==> config.mk <==
export PLATFORM = sky130hd
export DESIGN_NAME = rstctl_top
export DESIGN_NICKNAME = d
export VERILOG_FILES = /design/src/rtl/rstctl_pkg.sv /design/src/rtl/rstctl_pin_filter.sv /design/src/rtl/rstctl_stretch.sv /design/src/rtl/rstctl_cause_reg.sv /design/src/rtl/rstctl_top.sv
export SDC_FILE = /design/constraint.sdc
export NUM_CORES = 1
export LEC_CHECK = 0
export BUFFER_PORTS_ARGS = -buffer_cell sky130_fd_sc_hd__buf_4
export CAP_MARGIN = 20
export CORE_UTILIZATION = 44
export CTS_CLUSTER_DIAMETER = 40
export DETAILED_ROUTE_END_ITERATION = 6
export GPL_ROUTABILITY_DRIVEN = 1
export PLACE_DENSITY = 0.88
export SYNTH_ARGS = -nofsm -noshare
export SYNTH_HDL_FRONTEND = slang
export SYNTH_HIERARCHICAL = 1
export SYNTH_SLANG_ARGS = --single-unit
==> constraint.sdc <==
create_clock -name clk -period 1.89 [get_ports clk]
set_clock_uncertainty 0.1 [all_clocks]
set_input_delay 0.0945 -clock clk [delete_from_list [all_inputs] [get_ports clk]]
set_output_delay 0.0945 -clock clk [all_outputs]
set_load 0.01 [all_outputs]
==> src/rtl/rstctl_pkg.sv <==
package rstctl_pkg;

  localparam int CAUSE_W = 16;

  // request vector; field order is only internal
  typedef struct packed {
    logic trap;
    logic mclr;
    logic swr;
    logic wdt;
    logic cfg;
    logic iop;
    logic bor;
    logic por;
  } rst_src_t;

  // place each request on its cause bit
  function automatic logic [CAUSE_W-1:0] cause_bits(input rst_src_t s);
    logic [CAUSE_W-1:0] m;
    m     = '0;
    m[0]  = s.por;
    m[1]  = s.bor;
    m[2]  = s.iop;
    m[3]  = s.cfg;
    m[4]  = s.wdt;
    m[6]  = s.swr;
    m[7]  = s.mclr;
    m[15] = s.trap;
    return m;
  endfunction

  function automatic logic [CAUSE_W-1:0] impl_mask();
    return cause_bits('1);
  endfunction

  function automatic logic [CAUSE_W-1:0] por_value();
    rst_src_t s;
    s     = '0;
    s.por = 1'b1;
    return cause_bits(s);
  endfunction

endpackage

==> src/rtl/rstctl_pin_filter.sv <==
module rstctl_pin_filter #(
  parameter int FILT_LEN = 4
) (
  input  logic clk,
  input  logic rst,
  input  logic pin_n,
  output logic req_act
);
  localparam int CW = $clog2(FILT_LEN + 1);
  localparam logic [CW-1:0] LIMIT = CW'(FILT_LEN);

  logic [CW-1:0] low_cnt_q;

  always_ff @(posedge clk or posedge rst) begin
    if (rst)
      low_cnt_q <= '0;
    else if (pin_n)
      low_cnt_q <= '0;
    else if (low_cnt_q != LIMIT)
      low_cnt_q <= low_cnt_q + 1'b1;
  end

  assign req_act = (low_cnt_q == LIMIT);

  AST_FILT_NEEDS_LOW: assert property (@(posedge clk) disable iff (rst)
    req_act |-> !$past(pin_n));
  AST_FILT_HIGH_CLEARS: assert property (@(posedge clk) disable iff (rst)
    pin_n |=> !req_act);
endmodule

==> src/rtl/rstctl_stretch.sv <==
module rstctl_stretch #(
  parameter int STRETCH_LEN = 16
) (
  input  logic clk,
  input  logic rst,
  input  logic any_src,
  output logic hold
);
  localparam int CW = $clog2(STRETCH_LEN + 1);
  localparam logic [CW-1:0] LOAD = CW'(STRETCH_LEN);

  logic [CW-1:0] cnt_q;

  always_ff @(posedge clk or posedge rst) begin
    if (rst)
      cnt_q <= LOAD;
    else if (any_src)
      cnt_q <= LOAD;
    else if (cnt_q != '0)
      cnt_q <= cnt_q - 1'b1;
  end

  assign hold = (cnt_q != '0);

  AST_SRC_RELOADS: assert property (@(posedge clk) disable iff (rst)
    any_src |=> hold);
endmodule

==> src/rtl/rstctl_cause_reg.sv <==
module rstctl_cause_reg
  import rstctl_pkg::*;
(
  input  logic               clk,
  input  logic               rst,
  input  rst_src_t           src,
  input  logic               wr_en,
  input  logic [CAUSE_W-1:0] wr_data,
  output logic [CAUSE_W-1:0] status
);
  localparam logic [CAUSE_W-1:0] MASK    = impl_mask();
  localparam logic [CAUSE_W-1:0] POR_VAL = por_value();

  logic [CAUSE_W-1:0] hw_set;
  logic [CAUSE_W-1:0] base;
  logic [CAUSE_W-1:0] status_q;

  assign hw_set = cause_bits(src);
  assign base   = wr_en ? (wr_data & MASK) : status_q;

  always_ff @(posedge clk or posedge rst) begin
    if (rst)
      status_q <= POR_VAL;
    else
      status_q <= base | hw_set;
  end

  assign status = status_q;

  AST_HW_SET_WINS: assert property (@(posedge clk) disable iff (rst)
    (hw_set != '0) |=> ((status_q & $past(hw_set)) == $past(hw_set)));
  AST_BITS_STICKY: assert property (@(posedge clk) disable iff (rst)
    !wr_en |=> ((status_q & $past(status_q)) == $past(status_q)));
endmodule

==> src/rtl/rstctl_top.sv <==
module rstctl_top
  import rstctl_pkg::*;
#(
  parameter int FILT_LEN    = 4,
  parameter int STRETCH_LEN = 16
) (
  input  logic        clk,
  input  logic        por_req,
  input  logic        bor_req,
  input  logic        mclr_pin_n,
  input  logic        swr_req,
  input  logic        wdt_req,
  input  logic        trap_req,
  input  logic        iop_req,
  input  logic        cfg_req,
  input  logic        wr_en,
  input  logic [15:0] wr_data,
  output logic        sys_rst,
  output logic [15:0] status
);
  logic     mclr_act;
  logic     any_src;
  logic     stretch_hold;
  rst_src_t src;

  rstctl_pin_filter #(.FILT_LEN(FILT_LEN)) u_filt (
    .clk(clk), .rst(por_req), .pin_n(mclr_pin_n), .req_act(mclr_act)
  );

  always_comb begin
    src      = '0;
    src.por  = por_req;
    src.bor  = bor_req;
    src.iop  = iop_req;
    src.cfg  = cfg_req;
    src.wdt  = wdt_req;
    src.swr  = swr_req;
    src.mclr = mclr_act;
    src.trap = trap_req;
  end

  assign any_src = |src;

  rstctl_stretch #(.STRETCH_LEN(STRETCH_LEN)) u_str (
    .clk(clk), .rst(por_req), .any_src(any_src), .hold(stretch_hold)
  );

  rstctl_cause_reg u_cause (
    .clk(clk), .rst(por_req), .src(src), .wr_en(wr_en),
    .wr_data(wr_data), .status(status)
  );

  assign sys_rst = any_src | stretch_hold;

  AST_SRC_FORCES_RST: assert property (@(posedge clk) disable iff (por_req)
    any_src |-> sys_rst);
  AST_PAST_SRC_HOLDS: assert property (@(posedge clk) disable iff (por_req)
    $past(any_src) |-> sys_rst);
endmodule

# After elaboration in Yosys (flattened, before gate mapping)
# Cells that the tools add are included.
# W data, S select, Z words.
[totals] regBits=24 out_inout_bits=17 wordCells=18 in_bits=26
[op_classes] muxes=5 n_addsub=2 n_eq_ne=2 bitwise_logic=2 n_reduce_logical=4
[ops] op="$mux W16" n=1
[ops] op="$or A16 B16 Y16" n=1
[ops] op="$mux W5" n=2
[ops] op="$reduce_or A8 Y1" n=1
[ops] op="$mux W3" n=2
[ops] op="$reduce_bool A5 Y1" n=1
[ops] op="$sub A5 B1 Y5 const B" n=1
[ops] op="$reduce_bool A2 Y1" n=2
[ops] op="$add A3 B1 Y3 const B" n=1
[ops] op="$eq A3 B3 Y1 const B" n=1
[ops] op="$ne A3 B3 Y1 const B" n=1
[ops] op="$or A1 B1 Y1" n=1

# Depth between registers and ports, before layout
# Gate-level depths: netlist (run 1).
[depth] ltp_word=3 mapped_depth=6 depth_no_buf=6

# Hierarchy
# Netlist (run 1), hierarchy kept.
[by_module_without_submodules] module="rstctl_cause_reg" cells_per_inst=35 seq_area_each_um2=201.4 area_per_inst_um2=407.9 instances=1
[by_module_without_submodules] module="rstctl_stretch" cells_per_inst=26 seq_area_each_um2=126.4 area_per_inst_um2=256.5 instances=1
[by_module_without_submodules] module="rstctl_pin_filter" cells_per_inst=18 seq_area_each_um2=75.1 area_per_inst_um2=180.2 instances=1
[by_module_without_submodules] module="rstctl_top" cells_per_inst=5 seq_area_each_um2=0.0 area_per_inst_um2=33.8 instances=1

# Worst setup path before layout (run 1)
# Ideal clock, no wire load.
[synth_timing] path_kind="flip-flop to output port" startpoint="reg u_str.cnt_q[0]" endpoint="out sys_rst" arrival_ps=1420 n_path_buf=1 t_required_ps=1696 path_slack_ps=275 path_stages_with_launch=6 path_cell_list="dfrtp_1 inv_1 ha_1 or4b_1 buf_2 nand4b_1"
[synth_via] elab_chain_len=2
[synth_lines] item="from (decl)" line_no="rstctl_stretch.sv:12" text="logic [CW-1:0] cnt_q;"
[synth_lines] item="from (signal assigned)" line_no="rstctl_stretch.sv:20" text="cnt_q <= cnt_q - 1'b1;"
[synth_lines] item="$reduce_bool A5 Y1" line_no="rstctl_stretch.sv:23" text="assign hold = (cnt_q != '0);"
[synth_lines] item="via stretch_hold" line_no="rstctl_top.sv:23" text="logic stretch_hold;"
[synth_lines] item="$or A1 B1 Y1" line_no="rstctl_top.sv:53" text="assign sys_rst = any_src | stretch_hold;"
[synth_lines] item="to (decl)" line_no="rstctl_top.sv:18" text="output logic sys_rst,"
# The timed path passes the listed nets, and every way through them passes these cells.

# Final worst setup path (run 1)
[layout_timing] startpoint="reg u_str.cnt_q[1]" endpoint="out sys_rst"
# The elaborated chain is that of the path after synthesis.

==> impl_metrics.yaml, run 1 <==
layout:
  seq_area_sq_um: 402.9
  layout_commonest_cell: "buf_4"
  instances_no_fill: 158
  final_nets: 163
  mostFrequentLayoutCells: "buf_4, dlygate4sd3_1, dfrtp_1"
  drive_gt1_share_pct: 41.35
  fillers: 133
  final_core_util_pct: 72.99
  num_antenna_cells: 0
  stdcell_area_sq_mm: 0.001315
  syn2layout_area_growth_pct: 49.72
  multi_input_area_sq_um: 414.1
worst_setup_path:
  critical_path_required_ps: 1700
  path_max_fanout: 2
  cp.arrival_ps: 1730
  timing.rr.end: "u_str/cnt_q[1]"
  r2r_slack_ps: 160
  worstSetupEndpointType: "output pin"
  r2r.worst_path.cells: 6
  crit_end: "sys_rst"
  worstSetupStartpointType: "register"
  reg2reg_from: "u_filt/low_cnt_q[0]"
  crit_path_start: "u_str/cnt_q[1]"
  critical_path_class: "register to output pin"
detailed_routing:
  drc: 0
  num_vias: 807
  first_iter_violations: 28
  ant_nets: 0
  wl_per_cell_um: 14.75
  dr.pass1.iters: 6
  wl_um: 2331
  viasPerCell: 5.108
clock_tree:
  cts_max_level: 1
  clock_path_buffers: 2
  clk_pin_slew_ps: 100
  cts_root_buf: "clkbuf_4"
  cts_tree: "yes"
  numCtsBuffers: 3
  clock-sinks: 16
  worstSkewPairLatency_ps: 290
power:
  switching_power_mw: 0.2062
  combPwrFrac_pct: 22.5
  p_per_area_mw_per_mm2: 599.6
  finalPower_mw: 0.7884
  sw_frac_of_total_pct: 26.16
  internal_power_mw: 0.5822
  seqPwrFrac_pct: 47.9
  power.leakage_nw: 0.6480
  irDropWorstVdd_v: 0.0006417
  power_frac_clock_pct: 29.6
global_routing:
  antenna_found_initial: 0
  grt_pass1_wl_um: 3519
  grt_usage_pct: 24.96
  first_global_vias: 795
  grt_use_met3_pct: 3.529
  gr-usage-met1_pct: 23.21
  grt_most_used_layer: "met2"
  grt_max_degree: 17
  met2_usage_pct: 49.17
  grt_overflow: 0
synth:
  ys_warn_count: 6
  synth_cell_types: 29
  synthAdderAreaFrac_pct: 4.274
  synth.avg_cell_area_sq_um: 10.46
  synth_xor_area_share_pct: 0.9972
  synth-compound-area-share_pct: 16.52
  synthMuxAreaShare_pct: 0
  synthesis.area_sq_um: 878.3
  yosys.area_share.simple_pct: 19.80
  ys_seq_area_share_pct: 45.87
  postSynthCellCount: 84
  synth_top_family_by_area: "simple AND/OR/NAND/NOR gates"
  ys_seq_elements: 16
timing:
  slew_violations: 0
  hold_violations: 0
  setup_ws_ps: -36.60
  tns_ps: -36.60
  setup_violations: 1
  rsz0062_at_grt: "yes"
  period_needed_ps: 1927
  hold_ws_ps: 53.79
  min_period_over_period_pct: 101.9
  max_freq_mhz: 519.0
floorplanning:
  num_io_pins: 43
  die_x_um: 46.68
  start_util_pct: 48.75
  dieArea_sq_mm: 0.002179
  core_sq_mm: 0.001802
  die_h_um: 46.68
  num_rows: 15
placement:
  dp_hpwl_um: 1246
  dp_cells: 132
  placed_cell_area_sq_mm: 0.001055
  portBuffers: 26
  place_congestion: 0.7281
  dp_slack_ps: 55.80
status:
  status: "complete, but fails checks"
  violations: "setup timing"
hold_path:
  hp-class: "primary input to register"
run:
  drv_cap: 0
worst min-delay path by stage:
stage / slack [ps] / endpoint / startpoint / depth (start not counted)
floorplan: -250 / u_filt/low_cnt_q[0] / por_req / 1
global placement: -90 / u_filt/low_cnt_q[2] / por_req / 2
detailed placement: -90 / u_filt/low_cnt_q[2] / por_req / 2
CTS: 40 / u_cause/status[7] / wr_en / 2
global route: 70 / u_cause/status[0] / wr_en / 2
finish: 50 / u_cause/status[0] / wr_en / 2
area by class of cell:
type | instances | share of cell area [%]
multi-input cells | 57 | 31.49
flip-flops and latches | 16 | 30.64
repair buffers | 48 | 30.45
clock buffers | 4 | 2.759
well taps | 25 | 2.379
inverters | 8 | 2.284
state kept, by name, summed over array words and instances (netlist names):
register / flops
u_cause/status: 8
u_filt/low_cnt_q: 3
u_str/cnt_q: 5
power by group through the flow:
stage	combinational, mW	clock, mW	sequential, mW
2_1_floorplan	0.0829	0	0.388
3_3_place_gp	0.135	0	0.382
3_5_place_dp	0.139	0	0.383
4_1_cts	0.170	0.236	0.377
5_1_grt	0.191	0.244	0.380
6_report	0.177	0.233	0.378
metal layers:
metal,vias to the layer above,wire length (um)
li1,369,-
met1,393,780
met2,37,1382
met3,8,98
met4,0,69
met5,-,0
worst max-delay path: stages (launching register included):
cell and delay, ps:
dfrtp_1 410, inv_2 80, ha_4 140, or4b_4 470
nand4b_1 180, buf_4 160
synth_stat cells:
| library cell | n | area [sq um] |
|---|---|---|
| buf_6 | 1 | 11.26 |
| nor2_1 | 6 | 22.52 |
| xnor2_1 | 1 | 8.760 |
| nor3_2 | 1 | 10.01 |
| or2b_1 | 1 | 7.510 |
| a211o_1 | 3 | 26.28 |
| a21o_1 | 1 | 7.510 |
| conb_1 | 1 | 3.750 |
| and2_2 | 1 | 7.510 |
| a211oi_2 | 1 | 12.51 |
| nand4b_1 | 1 | 8.760 |
| a211o_2 | 6 | 60.06 |
| or4b_1 | 1 | 10.01 |
| inv_1 | 8 | 30.03 |
| nor4_2 | 1 | 12.51 |
| a21oi_1 | 4 | 20.02 |
| ha_1 | 3 | 37.54 |
| nand2_1 | 2 | 7.510 |
| a21o_2 | 1 | 8.760 |
| or3_1 | 1 | 6.260 |
| buf_2 | 1 | 5.000 |
| buf_4 | 8 | 60.06 |
| nand3_1 | 3 | 15.01 |
| and3b_1 | 1 | 8.760 |
| dfstp_2 | 2 | 52.55 |
| a21bo_2 | 1 | 10.01 |
| dfrtp_1 | 14 | 350.3 |
| nor2b_1 | 8 | 50.05 |
| nand3b_1 | 1 | 7.510 |
logic make-up after synthesis:
group                      count (synthesis)
DFF                                       16
other                                      1
adders and majority gates                  3
buffers and inverters                     18
and+or+nand+nor                           28
xor gates and xnor gates                   1
AOI/OAI and AO/OA                         17
timing repair:
item | in CTS | in global routing
gates resized for setup | 5 | 1
setup buffers | 4 | 2
setup endpoints to repair | 1 | 1
pin swaps | 1 | 0
hold buffers | 16 | 0
endpoints found under the hold margin | 27 | 0
No activity file was read; power rests on OpenSTA's default activity.
==> run 2: changes to the inputs <==
--- a/config.mk
+++ b/config.mk
@@ -5,13 +5,14 @@
 export SDC_FILE = /design/constraint.sdc
 export NUM_CORES = 1
 export LEC_CHECK = 0
+export ABC_AREA = 1
 export BUFFER_PORTS_ARGS = -buffer_cell sky130_fd_sc_hd__buf_4
 export CAP_MARGIN = 20
-export CORE_UTILIZATION = 44
+export CORE_UTILIZATION = 46
 export CTS_CLUSTER_DIAMETER = 40
 export DETAILED_ROUTE_END_ITERATION = 6
 export GPL_ROUTABILITY_DRIVEN = 1
-export PLACE_DENSITY = 0.88
+export PLACE_DENSITY = 0.89
 export SYNTH_ARGS = -nofsm -noshare
 export SYNTH_HDL_FRONTEND = slang
 export SYNTH_HIERARCHICAL = 1
==> run 2 against run 1 <==
Against the previous run: critical path depth up 4; area after synthesis grew 10%; synthesized cell count up 39%; register-to-register slack improved by 70 ps; the flow now finishes without violations; die area grew 5.0%; first-iteration DRC count rose by 36%; global-route usage down 1.1 points; sequential share of layout area fell by 1.2 points; clock power fell by 2%; wire length is 8.5% higher; total power grew 2.9%.
==> impl_metrics.yaml, run 2 <==
status:
  status: "completed"
detailed_routing:
  first_iter_violations: 38
  ant_nets: 0
  drc: 0
  wl_um: 2529
  wl_per_cell_um: 13.38
  viasPerCell: 4.915
  num_vias: 929
  dr.pass1.iters: 4
synth:
  synth-compound-area-share_pct: 0.5181
  yosys.area.top_type_share_pct: 36.27
  ys_seq_elements: 16
  synthesis.area_sq_um: 965.9
  synth_top_family_by_area: "simple AND/OR/NAND/NOR gates"
  ys.flop_type: "dfrtp_1"
  synthArstFlopShare_pct: 100.0
  synthAdderAreaFrac_pct: 3.886
  synth_cell_types: 20
  synth_edf_count: 0
  synth.avg_cell_area_sq_um: 8.256
  synth_most_common_cell: "nand2_1"
  synth_xor_area_share_pct: 0.9067
  synth_top_cell_by_area: "dfrtp_1"
  synthMuxAreaShare_pct: 0
  ys_warn_count: 6
  synth_area_leaders: "dfrtp_1, nand2_1, nand3_2"
  postSynthCellCount: 117
  ys_seq_area_share_pct: 41.71
  yosys.area_share.simple_pct: 35.10
  yosys-top-cells-count: "nand2_1, inv_1, dfrtp_1, nor2_1, nand2_2"
global_routing:
  grt_use_met3_pct: 4.151
  grt_most_used_layer: "met2"
  grt_usage_pct: 23.84
  grt_overflow: 0
  antenna_found_initial: 0
  grt_max_degree: 10
  met2_usage_pct: 45.95
  first_global_vias: 905
  grt_pass1_wl_um: 3712
  gr-usage-met1_pct: 24.29
placement:
  dp_cells: 168
  portBuffers: 26
  dp_hpwl_um: 1571
  dp_slack_ps: 224.2
  place_congestion: 0.7871
layout:
  largest_reg_flops: 8
  num_antenna_cells: 0
  mostFrequentLayoutCells: "buf_4, nand2_1, inv_1"
  syn2layout_area_growth_pct: 41.45
  layout_commonest_cell: "buf_4"
  final_nets: 192
  instances_no_fill: 189
  drive_gt1_share_pct: 36.42
clock_tree:
  cts_tree: "yes"
  clock_path_buffers: 2
  worstSkewPairLatency_ps: 290
  clock-sinks: 16
  cts_max_level: 1
  numCtsBuffers: 3
  clk_pin_slew_ps: 110
  cts_root_buf: "clkbuf_4"
power:
  p_per_area_mw_per_mm2: 593.7
  power.leakage_nw: 0.7134
  irDropWorstVdd_v: 0.0004159
worst_setup_path:
  slowest_stage: "dfrtp_1"
  critical_path_class: "register to output pin"
  cp.arrival_ps: 1610
  critPathBufInv: 3
  worstSetupStartpointType: "register"
  worstSetupEndpointType: "output pin"
  path_max_fanout: 4
  critical_path_required_ps: 1700
  critPathTopFamily: "simple AND/OR/NAND/NOR gates"
  worstPathCellList: "inv_1, ha_4, nand2_2, inv_1, nor2_1, nand2_1, nor2_2, nand2_1, buf_4"
  cpPeakStageDelay_ps: 390
timing:
  slew_violations: 0
  min_period_over_period_pct: 95.57
  hold_ws_ps: 22.77
  setup_ws_ps: 83.66
  setup_violations: 0
  period_needed_ps: 1806
  hold_violations: 0
  tns_ps: 0
  max_freq_mhz: 553.6
  rsz0062_at_grt: "no"
floorplanning:
  start_util_pct: 49.23
  core_sq_mm: 0.001962
  num_io_pins: 43
  die_h_um: 47.83
  dieArea_sq_mm: 0.002287
  die_x_um: 47.83
  num_rows: 16
run:
  drv_cap: 0
hold_path:
  hp-class: "primary input to register"
run 2: cell types whose count changed in the layout (fill, tap and decap cells not counted), moves of 4 or more:
cell / previous run / this run
nand2_1: 2 / 23
nor2_1: 5 / 10
nand3_2: 0 / 8
buf_4: 32 / 27
a21oi_1: 4 / 0
nor2b_1: 8 / 0
inv_1: 6 / 19
a211o_2: 6 / 0
nand2_2: 0 / 9
run 2: path summary, 6_finish.rpt:
check | startpoint | endpoint | slack [ps] | cells past startpoint
setup / recovery | u_filt/low_cnt_q[1] | sys_rst | 80 | 9
hold / removal | wr_en | u_cause/status[0] | 20 | 3
setup reg to reg | u_filt/low_cnt_q[1] | u_str/cnt_q[0] | 230 | 11
hold reg to reg | u_str/cnt_q[4] | u_str/cnt_q[4] | 370 | 2
max in group asynchronous | por_req | u_cause/status[0] | 1120 | 3
min in group asynchronous | por_req | u_filt/low_cnt_q[1] | 200 | 3
run 2: routing by layer:
layer	up-vias	part of all wire, %
met3	18	4.3
met2	48	55
li1	426	-
met5	-	0
met1	437	36
met4	0	5.2
run 2: worst min-delay path, cell delays in order:
cell and delay, ps:
buf_4 160, nand2_1 80, nand3_2 70
run 2: power breakdown:
part / internal, mW / switching [mW]
logic: 0.101 / 0.0973
registers: 0.365 / 0.0197
clock network: 0.117 / 0.112
total: 0.582 / 0.229
run 2: repair_timing:
action / 4_1_cts / 5_1_grt
resized for setup: 0 / 3
hold buffers: 16 / 0
hold endpoints to repair: 27 / 0
setup buffers: 0 / 1
endpoints found under the setup margin: 0 / 2
run 2: through the flow:
stage	cell area (sq um)	power [mW]	util (%)
global route	1366	0.8529	69.64
finish	1366	0.8111	69.64
floorplan	992.2	0.4836	-
detailed placement	1150	0.5366	58.61
global placement	1150	0.5275	58.61
CTS	1346	0.7907	68.62
run 2: cells by family (layout without fill, tap and decap cells):
group	Yosys count	count (layout)
AND/OR/NAND/NOR	62	62
other	1	8
flip-flops	16	16
XOR/XNOR	1	1
buffers and inverters	33	71
AO/OA/AOI/OAI	1	1
adder cells (fa/ha/maj)	3	3
run 2: cell type report:
class / instances / area (sq um)
clock buffer: 4 / 36.28
fill: 155 / 595.6
inverter: 24 / 97.59
multi-input combinational: 75 / 432.9
sequential: 16 / 402.9
tap: 27 / 33.78
timing repair buffer: 43 / 362.8
==> run 3: changes to the inputs <==
--- a/config.mk
+++ b/config.mk
@@ -8,6 +8,7 @@
 export ABC_AREA = 1
 export BUFFER_PORTS_ARGS = -buffer_cell sky130_fd_sc_hd__buf_4
 export CAP_MARGIN = 20
+export CORE_MARGIN = 2
 export CORE_UTILIZATION = 46
 export CTS_CLUSTER_DIAMETER = 40
 export DETAILED_ROUTE_END_ITERATION = 6
==> run 3 against run 2 <==
Against the previous run: clock-buffer cell count stayed put; clock power is 2% higher; setup slack gained 30 ps; cell count rose by 1.6%; critical endpoint unchanged.
==> impl_metrics.yaml, run 3 (same netlist as run 2, synthesis figures left out) <==
worst_setup_path:
  worstSetupEndpointType: "output pin"
  worstPathCellList: "inv_2, ha_4, nand2_2, inv_1, nor2_2, nand2_1, nor2_2, nand2_1, buf_4"
  path_max_fanout: 4
  critical_path_required_ps: 1700
  slowest_stage: "dfrtp_1"
  critical_path_class: "register to output pin"
  worstSetupStartpointType: "register"
  cp.arrival_ps: 1580
  cpPeakStageDelay_ps: 380
  r2r.worst_path.cells: 11
layout:
  final_core_util_pct: 71.05
  mostFrequentLayoutCells: "buf_4, nand2_1, inv_1"
  syn2layout_area_growth_pct: 44.30
  final_nets: 195
  layout_commonest_cell: "buf_4"
  largest_reg_flops: 8
  num_antenna_cells: 0
  drive_gt1_share_pct: 37.58
floorplanning:
  core_sq_mm: 0.001962
  num_io_pins: 43
  die_x_um: 49.83
  die_h_um: 49.83
  start_util_pct: 49.23
  num_rows: 16
  dieArea_sq_mm: 0.002483
global_routing:
  first_global_vias: 977
  grt_pass1_wl_um: 4278
  antenna_found_initial: 0
  grt_usage_pct: 24.36
  grt_max_degree: 10
  grt_overflow: 0
timing:
  slew_violations: 0
  min_period_over_period_pct: 93.97
  max_freq_mhz: 563.0
  tns_ps: 0
  setup_violations: 0
  hold_ws_ps: 49.17
  period_needed_ps: 1776
  hold_violations: 0
hold_path:
  hp-class: "primary input to register"
  holdPathStages: 3
placement:
  dp_hpwl_um: 1632
  portBuffers: 26
  place_congestion: 0.7540
detailed_routing:
  viasPerCell: 4.922
  ant_nets: 0
  wl_um: 2744
  first_iter_violations: 20
  drc: 0
  wl_per_cell_um: 14.29
  dr.pass1.iters: 4
  num_vias: 945
clock_tree:
  cts_max_level: 1
  worstSkewPairLatency_ps: 300
  numCtsBuffers: 3
  clock-sinks: 16
  clk_pin_slew_ps: 90
  cts_tree: "yes"
  cts_root_buf: "clkbuf_4"
  clock_path_buffers: 2
power:
  switching_power_mw: 0.2361
  power_frac_clock_pct: 28.2
  finalPower_mw: 0.8307
  seqPwrFrac_pct: 45.9
  irDropWorstVdd_v: 0.0005854
  power.leakage_nw: 0.7272
  sw_frac_of_total_pct: 28.42
  p_per_area_mw_per_mm2: 596.0
  internal_power_mw: 0.5947
  combPwrFrac_pct: 25.9
run:
  drv_cap: 0
status:
  status: "completed"
==> run 3: repair_timing <==
| action | CTS | global route |
|---|---|---|
| buffers inserted | 1 | 2 |
| pin swaps | 0 | 1 |
| cloned | 0 | 0 |
| hold buffers | 17 | 0 |
| hold endpoints to repair | 27 | 0 |
| endpoints found under the setup margin | 1 | 1 |
| resized for setup | 0 | 4 |
==> run 3: through the flow <==
step / setup slack (ps) / instances / cell area (sq um)
floorplan: 431.6 / 124 / 992.2
global placement: 258.7 / 168 / 1150
detailed placement: 211.6 / 168 / 1150
CTS: 16.52 / 190 / 1364
global route: -5.369 / 192 / 1394
finish: 113.9 / 192 / 1394
==> run 3: layer usage <==
layer	routed length, um	global-route usage (%)	part of all wire, %	vias up
met1	956	23.54	35	462
li1	-	-	-	433
met2	1498	43.56	55	37
met3	131	5.152	4.8	13
met5	0	0	0	-
met4	158	20.37	5.8	0
==> run 3: worst paths after layout <==
| kind | startpoint | to | slack (ps) |
|---|---|---|---|
| min reg2reg | u_str/cnt_q[4] | u_str/cnt_q[4] | 380 |
| max reg2reg | u_filt/low_cnt_q[0] | u_str/cnt_q[3] | 260 |
| min in group asynchronous | por_req | u_filt/low_cnt_q[2] | 150 |
| max in group asynchronous | por_req | u_cause/status[0] | 1160 |
| max | u_filt/low_cnt_q[0] | sys_rst | 110 |
| min | wr_en | u_cause/status[7] | 50 |
==> run 3: area by class of cell <==
cell class              instances  area [sq um]
clock buffers                   4         36.28
fillers                       152         568.0
inverters                      24         97.59
multi-input cells              75         435.4
flip-flops and latches         16         402.9
well taps                      27         33.78
repair buffers                 46         387.9
==> run 3: power groups by stage <==
stage / clock (mW) / sequential [mW] / combinational (mW)
after floorplan: 0 / 0.392 / 0.0912
final: 0.234 / 0.382 / 0.215
after detailed placement: 0 / 0.389 / 0.149
after global placement: 0 / 0.387 / 0.140
after CTS: 0.242 / 0.382 / 0.184
after global routing: 0.261 / 0.383 / 0.233
==> run 3: worst max-delay path: cells and delay by family (launching register included) <==
| family | cells | cell delay [ps] |
|---|---|---|
| buffers and inverters | 3 | 270 |
| AND/OR/NAND/NOR | 5 | 480 |
| adder cells (fa/ha/maj) | 1 | 170 |
| flip-flops | 1 | 380 |
